File: src/rtl/dpll_ovr_pkg.sv
package dpll_ovr_pkg;

    localparam int ADDR_W     = 16;
    localparam int DATA_W     = 16;
    localparam int LANE_W     = 2;
    localparam int MODE_W     = 3;
    localparam int LANE_SHIFT = 8;

    localparam int HALF_BIT   = 0;
    localparam int MODE_LSB   = 8;
    localparam int RST_BIT    = 11;
    localparam int EN_BIT     = 14;

    localparam logic [ADDR_W-1:0] STAT_OFS = 16'h2002;
    localparam logic [ADDR_W-1:0] OVR_OFS  = 16'h2005;
    localparam logic [ADDR_W-1:0] LANE_FLD =
        ADDR_W'(((1 << LANE_W) - 1) << LANE_SHIFT);

    localparam logic [DATA_W-1:0] EN_MASK   = DATA_W'(1) << EN_BIT;
    localparam logic [DATA_W-1:0] RST_MASK  = DATA_W'(1) << RST_BIT;
    localparam logic [DATA_W-1:0] MODE_MASK =
        DATA_W'(((1 << MODE_W) - 1) << MODE_LSB);

    typedef enum logic [3:0] {
        ST_IDLE,
        ST_POLL,
        ST_BASE,
        ST_WR_CLR,
        ST_WR_SET,
        ST_WR_MODE,
        ST_WR_RST_HI,
        ST_WR_RST_LO,
        ST_SETTLE,
        ST_FIN
    } step_e;

    typedef struct packed {
        logic              write;
        logic [ADDR_W-1:0] addr;
        logic [DATA_W-1:0] data;
    } reg_req_t;

    function automatic logic [ADDR_W-1:0] lane_addr(
        input logic [ADDR_W-1:0] ofs, input logic [LANE_W-1:0] lane);
        return ofs + (ADDR_W'(lane) << LANE_SHIFT);
    endfunction

    function automatic logic [DATA_W-1:0] put_mode(
        input logic [DATA_W-1:0] word, input logic [MODE_W-1:0] mode);
        return (word & ~MODE_MASK) | (DATA_W'(mode) << MODE_LSB);
    endfunction

endpackage

File: src/rtl/dpll_ovr_counter.sv
module dpll_ovr_counter #(
    parameter int MAX = 4
) (
    input  logic clk,
    input  logic rst,
    input  logic clr,
    input  logic inc,
    output logic last
);
    localparam int W = (MAX > 1) ? $clog2(MAX) : 1;

    logic [W-1:0] cnt_q;

    always_ff @(posedge clk) begin
        if (rst || clr) begin
            cnt_q <= '0;
        end else if (inc) begin
            cnt_q <= cnt_q + W'(1);
        end
    end

    assign last = (cnt_q == W'(MAX - 1));
endmodule

File: src/rtl/dpll_ovr_fsm.sv
module dpll_ovr_fsm
    import dpll_ovr_pkg::*;
(
    input  logic              clk,
    input  logic              rst,
    input  logic              go_ovr,
    input  logic              go_dis,
    input  logic [LANE_W-1:0] lane_in,
    input  logic [MODE_W-1:0] mode_in,
    input  logic              ack,
    input  logic [DATA_W-1:0] rdata,
    input  logic              poll_last,
    input  logic              settle_last,
    output step_e             step,
    output logic [LANE_W-1:0] lane_q,
    output logic [MODE_W-1:0] mode_q,
    output logic [DATA_W-1:0] base_q,
    output logic              poll_clr,
    output logic              poll_inc,
    output logic              settle_clr,
    output logic              settle_inc,
    output logic              busy,
    output logic              done
);
    step_e st_q, st_d;
    logic  dis_q;
    logic  accept;

    assign accept = (st_q == ST_IDLE) && (go_ovr || go_dis);

    always_comb begin
        st_d = st_q;
        case (st_q)
            ST_IDLE: begin
                if (go_ovr)      st_d = ST_POLL;
                else if (go_dis) st_d = ST_BASE;
            end
            ST_POLL: begin
                if (ack && !(rdata[HALF_BIT] && !poll_last)) st_d = ST_BASE;
            end
            ST_BASE:      if (ack) st_d = ST_WR_CLR;
            ST_WR_CLR:    if (ack) st_d = dis_q ? ST_FIN : ST_WR_SET;
            ST_WR_SET:    if (ack) st_d = ST_WR_MODE;
            ST_WR_MODE:   if (ack) st_d = ST_WR_RST_HI;
            ST_WR_RST_HI: if (ack) st_d = ST_WR_RST_LO;
            ST_WR_RST_LO: if (ack) st_d = ST_SETTLE;
            ST_SETTLE:    if (settle_last) st_d = ST_FIN;
            ST_FIN:       st_d = ST_IDLE;
            default:      st_d = ST_IDLE;
        endcase
    end

    always_ff @(posedge clk) begin
        if (rst) begin
            st_q   <= ST_IDLE;
            dis_q  <= 1'b0;
            lane_q <= '0;
            mode_q <= '0;
            base_q <= '0;
        end else begin
            st_q <= st_d;
            if (accept) begin
                lane_q <= lane_in;
                mode_q <= mode_in;
                dis_q  <= !go_ovr;
            end
            if (st_q == ST_BASE && ack) begin
                base_q <= rdata;
            end
        end
    end

    assign step       = st_q;
    assign poll_clr   = (st_q == ST_IDLE);
    assign poll_inc   = (st_q == ST_POLL) && ack && rdata[HALF_BIT] && !poll_last;
    assign settle_clr = (st_q != ST_SETTLE);
    assign settle_inc = (st_q == ST_SETTLE);
    assign busy       = (st_q != ST_IDLE);
    assign done       = (st_q == ST_FIN);
endmodule

File: src/rtl/dpll_ovr_reqgen.sv
module dpll_ovr_reqgen
    import dpll_ovr_pkg::*;
(
    input  step_e             step,
    input  logic [LANE_W-1:0] lane,
    input  logic [MODE_W-1:0] mode,
    input  logic [DATA_W-1:0] base,
    output logic              valid,
    output reg_req_t          req
);
    logic [DATA_W-1:0] w_set, w_mode;

    assign w_set  = base | EN_MASK;
    assign w_mode = put_mode(w_set, mode);

    always_comb begin
        valid      = 1'b1;
        req.write  = 1'b1;
        req.addr   = lane_addr(OVR_OFS, lane);
        req.data   = '0;
        case (step)
            ST_POLL, ST_BASE: begin
                req.write = 1'b0;
                req.addr  = lane_addr(STAT_OFS, lane);
            end
            ST_WR_CLR:    req.data = base & ~EN_MASK;
            ST_WR_SET:    req.data = w_set;
            ST_WR_MODE:   req.data = w_mode;
            ST_WR_RST_HI: req.data = w_mode | RST_MASK;
            ST_WR_RST_LO: req.data = w_mode & ~RST_MASK;
            default: begin
                valid     = 1'b0;
                req.write = 1'b0;
            end
        endcase
    end
endmodule

File: src/rtl/dpll_ovr_seq.sv
module dpll_ovr_seq
    import dpll_ovr_pkg::*;
#(
    parameter int POLL_MAX   = 1000,
    parameter int SETTLE_CYC = 1500000
) (
    input  logic              clk,
    input  logic              rst,
    input  logic              go_ovr,
    input  logic              go_dis,
    input  logic [LANE_W-1:0] lane_sel,
    input  logic [MODE_W-1:0] mode_val,
    output logic              req_valid,
    output logic              req_write,
    output logic [ADDR_W-1:0] req_addr,
    output logic [DATA_W-1:0] req_wdata,
    input  logic              req_ack,
    input  logic [DATA_W-1:0] rsp_rdata,
    output logic              busy,
    output logic              done
);
    step_e             step;
    logic [LANE_W-1:0] lane_q;
    logic [MODE_W-1:0] mode_q;
    logic [DATA_W-1:0] base_q;
    logic              poll_clr, poll_inc, poll_last;
    logic              settle_clr, settle_inc, settle_last;
    reg_req_t          req;

    dpll_ovr_fsm u_fsm (
        .clk         (clk),
        .rst         (rst),
        .go_ovr      (go_ovr),
        .go_dis      (go_dis),
        .lane_in     (lane_sel),
        .mode_in     (mode_val),
        .ack         (req_ack),
        .rdata       (rsp_rdata),
        .poll_last   (poll_last),
        .settle_last (settle_last),
        .step        (step),
        .lane_q      (lane_q),
        .mode_q      (mode_q),
        .base_q      (base_q),
        .poll_clr    (poll_clr),
        .poll_inc    (poll_inc),
        .settle_clr  (settle_clr),
        .settle_inc  (settle_inc),
        .busy        (busy),
        .done        (done)
    );

    dpll_ovr_counter #(.MAX(POLL_MAX)) u_poll_cnt (
        .clk  (clk),
        .rst  (rst),
        .clr  (poll_clr),
        .inc  (poll_inc),
        .last (poll_last)
    );

    dpll_ovr_counter #(.MAX(SETTLE_CYC)) u_settle_cnt (
        .clk  (clk),
        .rst  (rst),
        .clr  (settle_clr),
        .inc  (settle_inc),
        .last (settle_last)
    );

    dpll_ovr_reqgen u_reqgen (
        .step  (step),
        .lane  (lane_q),
        .mode  (mode_q),
        .base  (base_q),
        .valid (req_valid),
        .req   (req)
    );

    assign req_write = req.write;
    assign req_addr  = req.addr;
    assign req_wdata = req.data;
endmodule

File: config.mk
export PLATFORM = sky130hd
export DESIGN_NAME = dpll_ovr_seq
export DESIGN_NICKNAME = d
export VERILOG_FILES = /design/src/rtl/dpll_ovr_pkg.sv /design/src/rtl/dpll_ovr_counter.sv /design/src/rtl/dpll_ovr_fsm.sv /design/src/rtl/dpll_ovr_reqgen.sv /design/src/rtl/dpll_ovr_seq.sv
export SDC_FILE = /design/constraint.sdc
export NUM_CORES = 1
export LEC_CHECK = 0
export ABC_AREA = 1
export BUFFER_PORTS_ARGS = -buffer_cell sky130_fd_sc_hd__buf_2
export CAP_MARGIN = 25
export CORE_MARGIN = 4
export CORE_UTILIZATION = 49
export CTS_CLUSTER_SIZE = 16
export DETAILED_ROUTE_END_ITERATION = 8
export PLACE_DENSITY = 0.73
export SYNTH_ARGS = -nofsm -noshare
export SYNTH_HDL_FRONTEND = slang
export SYNTH_SLANG_ARGS = --single-unit
File: constraint.sdc
create_clock -name clk -period 1.6 [get_ports clk]
set_clock_uncertainty 0.1 [all_clocks]
set_input_delay 0.32 -clock clk [delete_from_list [all_inputs] [get_ports clk]]
set_output_delay 0.32 -clock clk [all_outputs]
set_load 0.03 [all_outputs]
==> results.json, run 1 <==
{
  "wire_per_inst_um": 17.5,
  "floorplan.initialDensity": 0.508,
  "yosys-mux-area-fraction": 0,
  "cpLargestDelayFamily": "buffers and inverters",
  "hold_ws_ns": 0.166,
  "global_route_wire_length_before_repair_um": 12300,
  "cts.sink_count": 56,
  "utilization": 0.773,
  "final_max_slew_viol_count": 0,
  "core_um2": 5920,
  "timing.critical_path.slowest_cell_delay_ns": 0.38,
  "antenna_cells": 0,
  "synth_edf_count": 0,
  "pin_count": 62,
  "worstSetupEndpointType": "output pin",
  "port_buf_inserts": 49,
  "routed_wl_um": 10600,
  "clock_tree_from_tritoncts": "done",
  "gr-total-overflow": 0,
  "yosys.area_share.simple": 0.313,
  "path_max_fanout": 4,
  "finalSetupViolations": 58,
  "hold_viol_final": 0,
  "timing.fmax_mhz": 530,
  "area_growth_syn_to_layout_pct": 52.2,
  "holdPathStages": 3,
  "dp.final_hpwl_um": 5060,
  "antenna_found_initial": 0,
  "worst_ep_required_ns": 1.18,
  "cts_root_buf": "clkbuf_8",
  "ff2ff_path_depth": 10,
  "outcome": "complete, but fails checks",
  "setup-tns-final_ns": -6.66,
  "min-delay-path-class": "in2reg",
  "cell_mode_on_critical_path": "nor2_4",
  "dpl-instance-area_um2": 3500,
  "post_synth_inst_count": 432,
  "path_clk_slew_ns": 0.10,
  "netlist_top_cells_area": "dfxtp_1 37%, nand2_1 9.0%, inv_1 8.1%",
  "timing.final.ws_setup_ns": -0.286,
  "drt_iter0_markers": 244,
  "drcViolationCount": 0,
  "ys_seq_area_frac": 0.373,
  "hold_path_startpoint": "rsp_rdata[8]",
  "min_to": "u_fsm.base_q[8]",
  "clock_latency_ns": 0.31,
  "design.final.nets": 558,
  "die_h_um": 86.3,
  "multi_input_area_um2": 2010,
  "share_of_the_synthesized_area_in_compound_gates_ao_oa_aoi_oai": 0.139,
  "fraction_of_layout_cells_with_a_size_suffix_above_1": 0.426,
  "track_usage": 0.203,
  "storage_element_area_um2": 1140,
  "numCtsBuffers": 5,
  "row_count": 28,
  "worst_path_max_delay_cell": "dfxtp_2",
  "crit_path_cell_trace": "buf_4 -> nor2_4 -> nand2_2 -> inv_2 -> nor2_4 -> inv_1 -> buf_6",
  "vias_per_cell": 5.50,
  "violations": "negative setup slack",
  "register_to_register_setup_slack_ns": -0.16,
  "fp.dieArea_um2": 7450,
  "power_leakage_nw": 1.90,
  "power_per_cell_area_nw_per_um2": 1270,
  "yosys.area_share.adder": 0.00833,
  "worst-path-buf-inv": 4,
  "async_flop_share": 0,
  "r2r_end": "u_poll_cnt.cnt_q[4]",
  "synthesis.area_um2": 3010,
  "synthXorXnorAreaFrac": 0.0204,
  "critPathArrivalTime_ns": 1.47,
  "synth_area_per_cell_um2": 6.96,
  "vias": 3336,
  "min_period_over_period": 1.18,
  "maximum_number_of_pins_on_one_net_before_global_route_repair": 22,
  "setup_repair_after_global_routing_missed_its_margin": "yes",
  "stdcell_area_um2": 4580,
  "synth.yosys.warnings": 0,
  "worst_setup_path_start_kind": "flop",
  "first_pass_iters": 5,
  "cts_htree_levels": 2,
  "drv_cap": 0,
  "synth_top_area_share": 0.373,
  "routabilityCongestion": 0.874,
  "worst_ir_drop_vdd_uv": 1060,
  "cts_hold_repair.buffers": 0,
  "postSynth.topFlopCell": "dfxtp_1",
  "antenna_violating_nets_post_route": 0,
  "synth.lib_cells_used.distinct": 36,
  "clockBufferDepth": 2,
  "post-synth-top-area-cell": "dfxtp_1",
  "die_w_um": 86.3,
  "synth_top_family_by_area": "simple AND/OR/NAND/NOR gates",
  "classification_of_the_worst_setup_path": "reg2out",
  "yosys_register_bits": 56,
  "finalWorstPathRequiredPeriod_ns": 1.89,
  "first_global_vias": 2813,
  "critical_path.reg2reg.startpoint": "u_fsm.step[3]",
  "nFillCells": 385
}
worst reg2reg max path: stages (launching register included):
cell and delay (ns):
dfxtp_2 0.36, inv_4 0.08, nand2_4 0.07, buf_4 0.14, nor2_4 0.14, buf_6 0.16, nand2_4 0.06, nor2_4 0.17
nand2_1 0.11, o21ai_1 0.17, a21oi_1 0.08
flip-flops by register name, indices dropped and copies added (netlist names):
signal	cells
u_fsm.lane_q	2
u_fsm.base_q	15
u_poll_cnt.cnt_q	10
u_fsm.dis_q	1
u_fsm.mode_q	3
u_fsm.step	4
u_settle_cnt.cnt_q	21
per-layer routing:
metal / track usage / vias to the layer above / part of all wire
li1: - / 1547 / -
met1: 0.236 / 1548 / 0.35
met2: 0.362 / 167 / 0.52
met3: 0.0390 / 74 / 0.055
met4: 0.0864 / 0 / 0.076
met5: 0 / - / 0
timing repair:
action                     in CTS  in global routing
gates cloned                    1                  4
setup endpoints to repair      27                 73
hold endpoints to repair        0                  0
setup buffers                  16                 14
pin swaps                      12                 30
gates resized for setup        93                113
area by class of cell:
cell class | count | share of cell area
Inverter | 72 | 0.0634
Clock buffer | 8 | 0.0197
Sequential cell | 56 | 0.249
Tap cell | 75 | 0.0205
Multi-Input combinational cell | 292 | 0.439
Timing Repair Buffer | 103 | 0.208
cell usage in the layout, fill, tap and decap left out, types with 18 or more instances in the layout:
cell      n
nor2_4   25
buf_2    27
o21ai_1  18
inv_1    62
nand2_1  56
buf_4    33
buf_6    35
dfxtp_1  47
nor2_1   37
a21oi_1  30
power breakdown:
group | internal [mW] | leakage [nW] | switching (mW) | total, mW
Clock | 0.355 | 0.0455 | 0.461 | 0.816
Sequential | 1.60 | 0.459 | 0.132 | 1.74
Combinational | 1.32 | 1.40 | 1.95 | 3.27
Total | 3.28 | 1.90 | 2.54 | 5.82
cells in the mapped netlist (4+ instances only):
| master | count |
|---|---|
| buf_4 | 13 |
| nor2_1 | 55 |
| o22ai_1 | 4 |
| o21ai_0 | 29 |
| buf_2 | 4 |
| nor3_1 | 5 |
| a21oi_1 | 38 |
| nor2_4 | 6 |
| nand3_2 | 4 |
| nand4_1 | 8 |
| nor2_2 | 6 |
| xor2_1 | 4 |
| inv_1 | 65 |
| nand2_2 | 7 |
| nand2_1 | 72 |
| o21ai_1 | 6 |
| dfxtp_1 | 56 |
| nand3_1 | 16 |
| inv_2 | 7 |
per-stage QoR:
stage	instances	worst slack, ns	power [mW]
final	606	-0.286	5.82
after global routing	606	-0.344	6.05
after CTS	591	-0.217	5.01
after detailed placement	567	-0.0650	3.59
after global placement	567	-0.0329	3.56
after floorplan	441	-0.0386	3.12
cell families (layout without fill, tap and decap cells):
family,after synthesis,after routing
buffers and inverters,94,183
AND/OR/NAND/NOR,190,191
adder cells (fa/ha/maj),2,2
other,2,11
XOR/XNOR,7,7
AO/OA/AOI/OAI,81,81
flip-flops,56,56
how the worst max path moves through the flow:
stage                        startpoint            end  cells past startpoint
after global placement    u_fsm.step[2]   req_wdata[5]                      6
after floorplan           u_fsm.step[3]  req_wdata[10]                      5
final                     u_fsm.step[3]    req_addr[1]                      7
after global routing      u_fsm.step[2]   req_wdata[5]                      7
after detailed placement  u_fsm.step[2]  req_wdata[13]                      6
after CTS                 u_fsm.step[2]   req_wdata[6]                      7
Power figures use the tool's default switching activity.
==> run 2: changes to the inputs <==
==> constraint.sdc (replaced) <==
create_clock -name clk -period 1.6 [get_ports clk]
set_clock_uncertainty 0.1 [all_clocks]
set_input_delay 0.08 -clock clk [delete_from_list [all_inputs] [get_ports clk]]
set_output_delay 0.08 -clock clk [all_outputs]
set_load 0.03 [all_outputs]
==> run 2 against run 1 <==
The flow still finishes with violations (negative setup slack). Register-to-register slack hardly changed. Maximum frequency is 6.7% higher. Die area stayed put. Critical path type is now reg2reg.
==> results.json, run 2 (synthesized netlist as in run 1, its figures left out) <==
{
  "outcome": "complete, but fails checks",
  "violations": "negative setup slack",
  "r2r_end": "u_fsm.step[1]",
  "worstSetupStartpoint": "u_fsm.step[0]",
  "min-delay-path-class": "in2reg",
  "first_pass_iters": 5,
  "port_buf_inserts": 49,
  "numCtsBuffers": 5,
  "multi_input_area_um2": 1790,
  "drt_iter0_markers": 193,
  "vias": 3234,
  "drcViolationCount": 0,
  "global_route_wire_length_before_repair_um": 12400,
  "registers.top_by_ff_count": "u_settle_cnt.cnt_q",
  "classification_of_the_worst_setup_path": "reg2reg",
  "cts_root_buf": "clkbuf_8",
  "floorplan.initialDensity": 0.508,
  "maximum_number_of_pins_on_one_net_before_global_route_repair": 30,
  "pin_count": 62,
  "placement.setup.worst_slack_ns": -0.00137,
  "setup-tns-final_ns": -1.08,
  "critical_path.reg2reg.startpoint": "u_fsm.step[0]",
  "die_w_um": 86.3,
  "first_global_vias": 2841,
  "cts.sink_count": 56,
  "power_per_cell_area_nw_per_um2": 1210,
  "grt_util_met2": 0.357,
  "worst_ep_required_ns": 1.75,
  "ff2ff_path_depth": 11,
  "dpl-instance-area_um2": 3420,
  "finalWorstPathRequiredPeriod_ns": 1.77,
  "final_cell_count_no_fill": 616,
  "fp.dieArea_um2": 7450,
  "critPathArrivalTime_ns": 1.92,
  "path_clk_slew_ns": 0.11,
  "routed_wl_um": 9200,
  "row_count": 28,
  "drv_cap": 0,
  "register_to_register_setup_slack_ns": -0.17,
  "fraction_of_layout_cells_with_a_size_suffix_above_1": 0.366,
  "clock_latency_ns": 0.33,
  "vias_per_cell": 5.25,
  "worstSetupEndpointType": "flop",
  "core_um2": 5920,
  "min_period_over_period": 1.10,
  "met1_usage": 0.251,
  "antenna_found_initial": 0,
  "worst_ir_drop_vdd_uv": 924,
  "setup_repair_after_global_routing_missed_its_margin": "yes",
  "grt_use_met3": 0.0447,
  "design.final.nets": 568,
  "worst_setup_path_start_kind": "flop",
  "path_max_fanout": 5,
  "timing.final.ws_setup_ns": -0.166,
  "area_growth_syn_to_layout_pct": 43.0,
  "routabilityCongestion": 0.866,
  "most-common-layout-cells": "60 x inv_1, 58 x nand2_1, 49 x nor2_1",
  "grt-busiest-layer": "met2",
  "stdcell_area_um2": 4300,
  "total_power_mw": 5.21,
  "power_leakage_nw": 1.83,
  "clock_tree_from_tritoncts": "done",
  "finalSetupViolations": 22,
  "cts_htree_levels": 2,
  "post-place-cells": 565,
  "registers_with_the_most_flip_flops": "u_settle_cnt.cnt_q x21, u_fsm.base_q x15, u_poll_cnt.cnt_q x10",
  "final_max_slew_viol_count": 0,
  "final_common_cell": "inv_1",
  "dp.final_hpwl_um": 4950,
  "worstSetupEndpoint": "u_fsm.step[1]",
  "storage_element_area_um2": 1140,
  "gr-total-overflow": 0,
  "wire_per_inst_um": 14.9,
  "antenna_violating_nets_post_route": 0,
  "die_h_um": 86.3,
  "antenna_cells": 0,
  "timing.fmax_mhz": 566,
  "nFillCells": 415,
  "hold_viol_final": 0,
  "largest_reg_flops": 21,
  "clockBufferDepth": 2,
  "track_usage": 0.204
}
run 2: timing repair:
item / 4_1_cts / 5_1_grt
buffers inserted: 5 / 16
setup endpoints to repair: 24 / 60
hold buffers: 20 / 0
endpoints found under the hold margin: 20 / 0
pin swaps: 5 / 35
cloned: 0 / 2
gates resized for setup: 30 / 104
run 2: cell type report:
class                           instances  share of cell area
Multi-Input combinational cell        292               0.417
Sequential cell                        56               0.266
Timing Repair Buffer                  113               0.208
Inverter                               72              0.0658
Tap cell                               75              0.0218
Clock buffer                            6              0.0192
Clock inverter                          2             0.00233
run 2: power by group:
group | switching, mW | leakage, nW | internal [mW]
sequential | 0.117 | 0.460 | 1.60
clock | 0.496 | 0.0510 | 0.348
combinational | 1.64 | 1.31 | 1.00
run 2: worst min-delay path by stage:
stage	from	to	slack [ns]	cells after the start
2_1_floorplan	rst	u_fsm.base_q[11]	0.05	1
3_3_place_gp	rst	u_fsm.base_q[11]	0.25	2
3_5_place_dp	rst	u_fsm.step[3]	0.26	2
4_1_cts	req_ack	u_fsm.base_q[11]	0.0005	3
5_1_grt	req_ack	u_fsm.base_q[11]	0.05	3
6_report	rsp_rdata[0]	u_fsm.base_q[0]	0.04	3
run 2: worst max-delay path: stages (launching register included):
cell and delay (ns):
dfxtp_4 0.37, buf_6 0.13, nor2_4 0.18, buf_12 0.14, nand2_2 0.09, inv_4 0.10, nand2_1 0.06, nand2_1 0.10
inv_2 0.09, nand4_1 0.12, nand2_1 0.06, nor2_1 0.14
run 2: stage by stage:
step                hold slack (ns)   util
floorplan                    0.0491      -
global placement              0.245  0.577
detailed placement            0.260  0.577
CTS                        0.000486  0.648
global route                 0.0509  0.726
finish                       0.0376  0.726
run 2: metal layers:
| layer | wire, um | share of wire |
|---|---|---|
| met1 | 3660 | 0.40 |
| met3 | 555 | 0.060 |
| met4 | 294 | 0.032 |
| met5 | 0 | 0 |
| met2 | 4690 | 0.51 |
==> run 3: changes to the inputs <==
Settings changed: ABC_AREA 1 to 0, PLACE_DENSITY 0.73 to 0.74.
==> run 3 against run 2 <==
The flow still finishes with violations (negative setup slack). Register-to-register slack worse by 0.51 ns. Worst setup slack worse by 0.51 ns. Sequential power down 4%. Hold slack better by 0.24 ns. Utilization up 19 points. Design area up 17%. Routed wire length up 79%. Synthesized area down 7.9%. Synthesized cell count down 19%. Cell count down 6.8%.
==> results.json, run 3 <==
{
  "outcome": "complete, but fails checks",
  "violations": "negative setup slack",
  "stdcell_area_um2": 5020,
  "power_leakage_nw": 2.13,
  "utilization": 0.911,
  "registers.top_by_ff_count": "u_settle_cnt.cnt_q",
  "path_clk_slew_ns": 0.11,
  "cpLargestDelayFamily": "simple AND/OR/NAND/NOR gates",
  "hold_viol_final": 0,
  "largest_reg_flops": 21,
  "synth_edf_count": 0,
  "routed_wl_um": 16400,
  "vias": 3987,
  "storage_element_area_um2": 1130,
  "worstSetupEndpointType": "flop",
  "min-delay-path-class": "in2reg",
  "die_w_um": 83.2,
  "synth.yosys.warnings": 0,
  "post_synth_inst_count": 350,
  "critical_path.reg2reg.startpoint": "u_fsm.step[1]",
  "synth_top_area_share": 0.405,
  "row_count": 27,
  "wire_per_inst_um": 28.6,
  "setup_repair_after_global_routing_missed_its_margin": "yes",
  "clock_latency_ns": 0.33,
  "finalSetupViolations": 76,
  "worst-path-buf-inv": 0,
  "design.final.nets": 529,
  "worst_setup_path_start_kind": "flop",
  "gr-total-overflow": 0,
  "yosysMostFrequentCell": "dfxtp_1",
  "floorplan.initialDensity": 0.503,
  "yosys_register_bits": 56,
  "first_pass_iters": 7,
  "synthesis.area_um2": 2770,
  "netlist_top_cells_area": "dfxtp_1 40%, nand2_1 7.2%, nor2_1 6.5%",
  "finalWorstPathRequiredPeriod_ns": 2.27,
  "drt_iter0_markers": 625,
  "timing.fmax_mhz": 440,
  "classification_of_the_worst_setup_path": "reg2reg",
  "total_power_mw": 6.07,
  "global_route_wire_length_before_repair_um": 18200,
  "most-common-layout-cells": "59 x buf_4, 46 x dfxtp_1, 42 x buf_6",
  "vias_per_cell": 6.95,
  "intPower_mw": 3.47,
  "registers_with_the_most_flip_flops": "u_settle_cnt.cnt_q x21, u_fsm.base_q x15, u_poll_cnt.cnt_q x10",
  "dp.final_hpwl_um": 4940,
  "area_growth_syn_to_layout_pct": 81.2,
  "timing.critical_path.slowest_cell_delay_ns": 0.71,
  "crit_path_cell_trace": "or4b_1 -> or2_2 -> nor3b_1 -> xnor2_1 -> nor2_1",
  "antenna_found_initial": 0,
  "track_usage": 0.325,
  "port_buf_inserts": 49,
  "hold_path_startpoint": "req_ack",
  "antenna_violating_nets_post_route": 0,
  "worst_ep_required_ns": 1.73,
  "worst_ir_drop_vdd_uv": 975,
  "final_max_slew_viol_count": 0,
  "numCtsBuffers": 5,
  "synth_area_per_cell_um2": 7.91,
  "power_per_cell_area_nw_per_um2": 1210,
  "nFillCells": 158,
  "core_um2": 5510,
  "synth.lib_cells_used.distinct": 42,
  "clkPwrFrac": 0.141,
  "async_flop_share": 0,
  "drv_cap": 0,
  "first_global_vias": 3541,
  "pin_count": 62,
  "dpl-instance-area_um2": 3550,
  "cts_htree_levels": 2,
  "critPathArrivalTime_ns": 2.41,
  "multi_input_area_um2": 2140,
  "timing.final.ws_setup_ns": -0.674,
  "path_max_fanout": 4,
  "final_common_cell": "buf_4",
  "antenna_cells": 0,
  "fp.dieArea_um2": 6920,
  "maximum_number_of_pins_on_one_net_before_global_route_repair": 22,
  "min_period_over_period": 1.42,
  "seq_power_share": 0.272,
  "routabilityCongestion": 0.859,
  "postSynth.topFlopCell": "dfxtp_1",
  "drcViolationCount": 0,
  "power.share.switching": 0.429,
  "p_comb_frac": 0.587,
  "fraction_of_layout_cells_with_a_size_suffix_above_1": 0.522,
  "clockBufferDepth": 2,
  "worst_path_max_delay_cell": "or4b_1",
  "die_h_um": 83.2,
  "post-synth-top-area-cell": "dfxtp_1",
  "worstSetupStartpoint": "u_fsm.step[1]",
  "setup-tns-final_ns": -25.57,
  "ys_seq_area_frac": 0.405,
  "cts_root_buf": "clkbuf_8",
  "cts.sink_count": 56,
  "synth_common_cells": "56 x dfxtp_1, 53 x nand2_1, 48 x nor2_1",
  "netSwitchingPower_mw": 2.60,
  "clock_tree_from_tritoncts": "done"
}
[run 3: path summary, 6_finish.rpt]
kind	to	slack, ns	depth (start not counted)
worst max register to register	u_poll_cnt.cnt_q[2]	-0.67	5
worst max-delay path	u_poll_cnt.cnt_q[2]	-0.67	5
worst min-delay path	u_fsm.base_q[11]	0.27	5
worst min register to register	u_fsm.base_q[2]	0.42	2
[run 3: metal layers]
| metal | track usage | up-vias | wire (um) |
|---|---|---|---|
| met5 | 0 | - | 0 |
| met4 | 0.177 | 0 | 1530 |
| met3 | 0.0675 | 177 | 2520 |
| met2 | 0.563 | 501 | 7010 |
| met1 | 0.373 | 1830 | 5380 |
| li1 | - | 1479 | - |
[run 3: power by group through the flow]
stage	combinational (mW)	clock, mW	sequential [mW]
6_report	3.56	0.856	1.65
5_1_grt	3.61	0.891	1.65
4_1_cts	2.50	0.792	1.59
3_5_place_dp	1.69	0	1.61
3_3_place_gp	1.67	0	1.60
2_1_floorplan	1.07	0	1.63
[run 3: cell type report]
class / count / share of cell area
multi-input combinational: 269 / 0.426
clock inverter: 3 / 0.00374
inverter: 6 / 0.00548
tap: 72 / 0.0180
sequential: 56 / 0.226
clock buffer: 5 / 0.0137
timing repair buffer: 163 / 0.307
[run 3: cell families (layout without fill, tap and decap cells)]
family / after synthesis / after routing / share of synthesized area
buffers and inverters: 34 / 177 / 0.0637
and+or+nand+nor: 174 / 174 / 0.307
xor gates and xnor gates: 25 / 25 / 0.0791
adders and majority gates: 2 / 2 / 0.00904
muxes: 5 / 5 / 0.0181
AOI/OAI and AO/OA: 52 / 52 / 0.115
DFF: 56 / 56 / 0.405
other: 2 / 11 / 0.00271
[run 3: timing repair]
action                                 CTS  global route
hold buffers                            23             0
endpoints found under the hold margin   22             0
pin swaps                               37            59
setup endpoints to repair               77            77
setup buffers                           12            12
resized for setup                      111           122
gates cloned                             3             3
[run 3: worst reg2reg max path: stages (launching register included)]
cell     delay [ns]
dfxtp_2        0.36
or4b_1         0.71
or2_2          0.40
nor3b_1        0.35
xnor2_1        0.18
nor2_1         0.07
[run 3: stage by stage]
stage               hold WS (ns)  worst slack [ns]  instances
floorplan                 0.0901            -0.431        359
global placement           0.216            -0.338        517
detailed placement         0.226            -0.385        517
CTS                        0.243            -0.378        562
global route               0.295            -0.714        574
finish                     0.275            -0.674        574
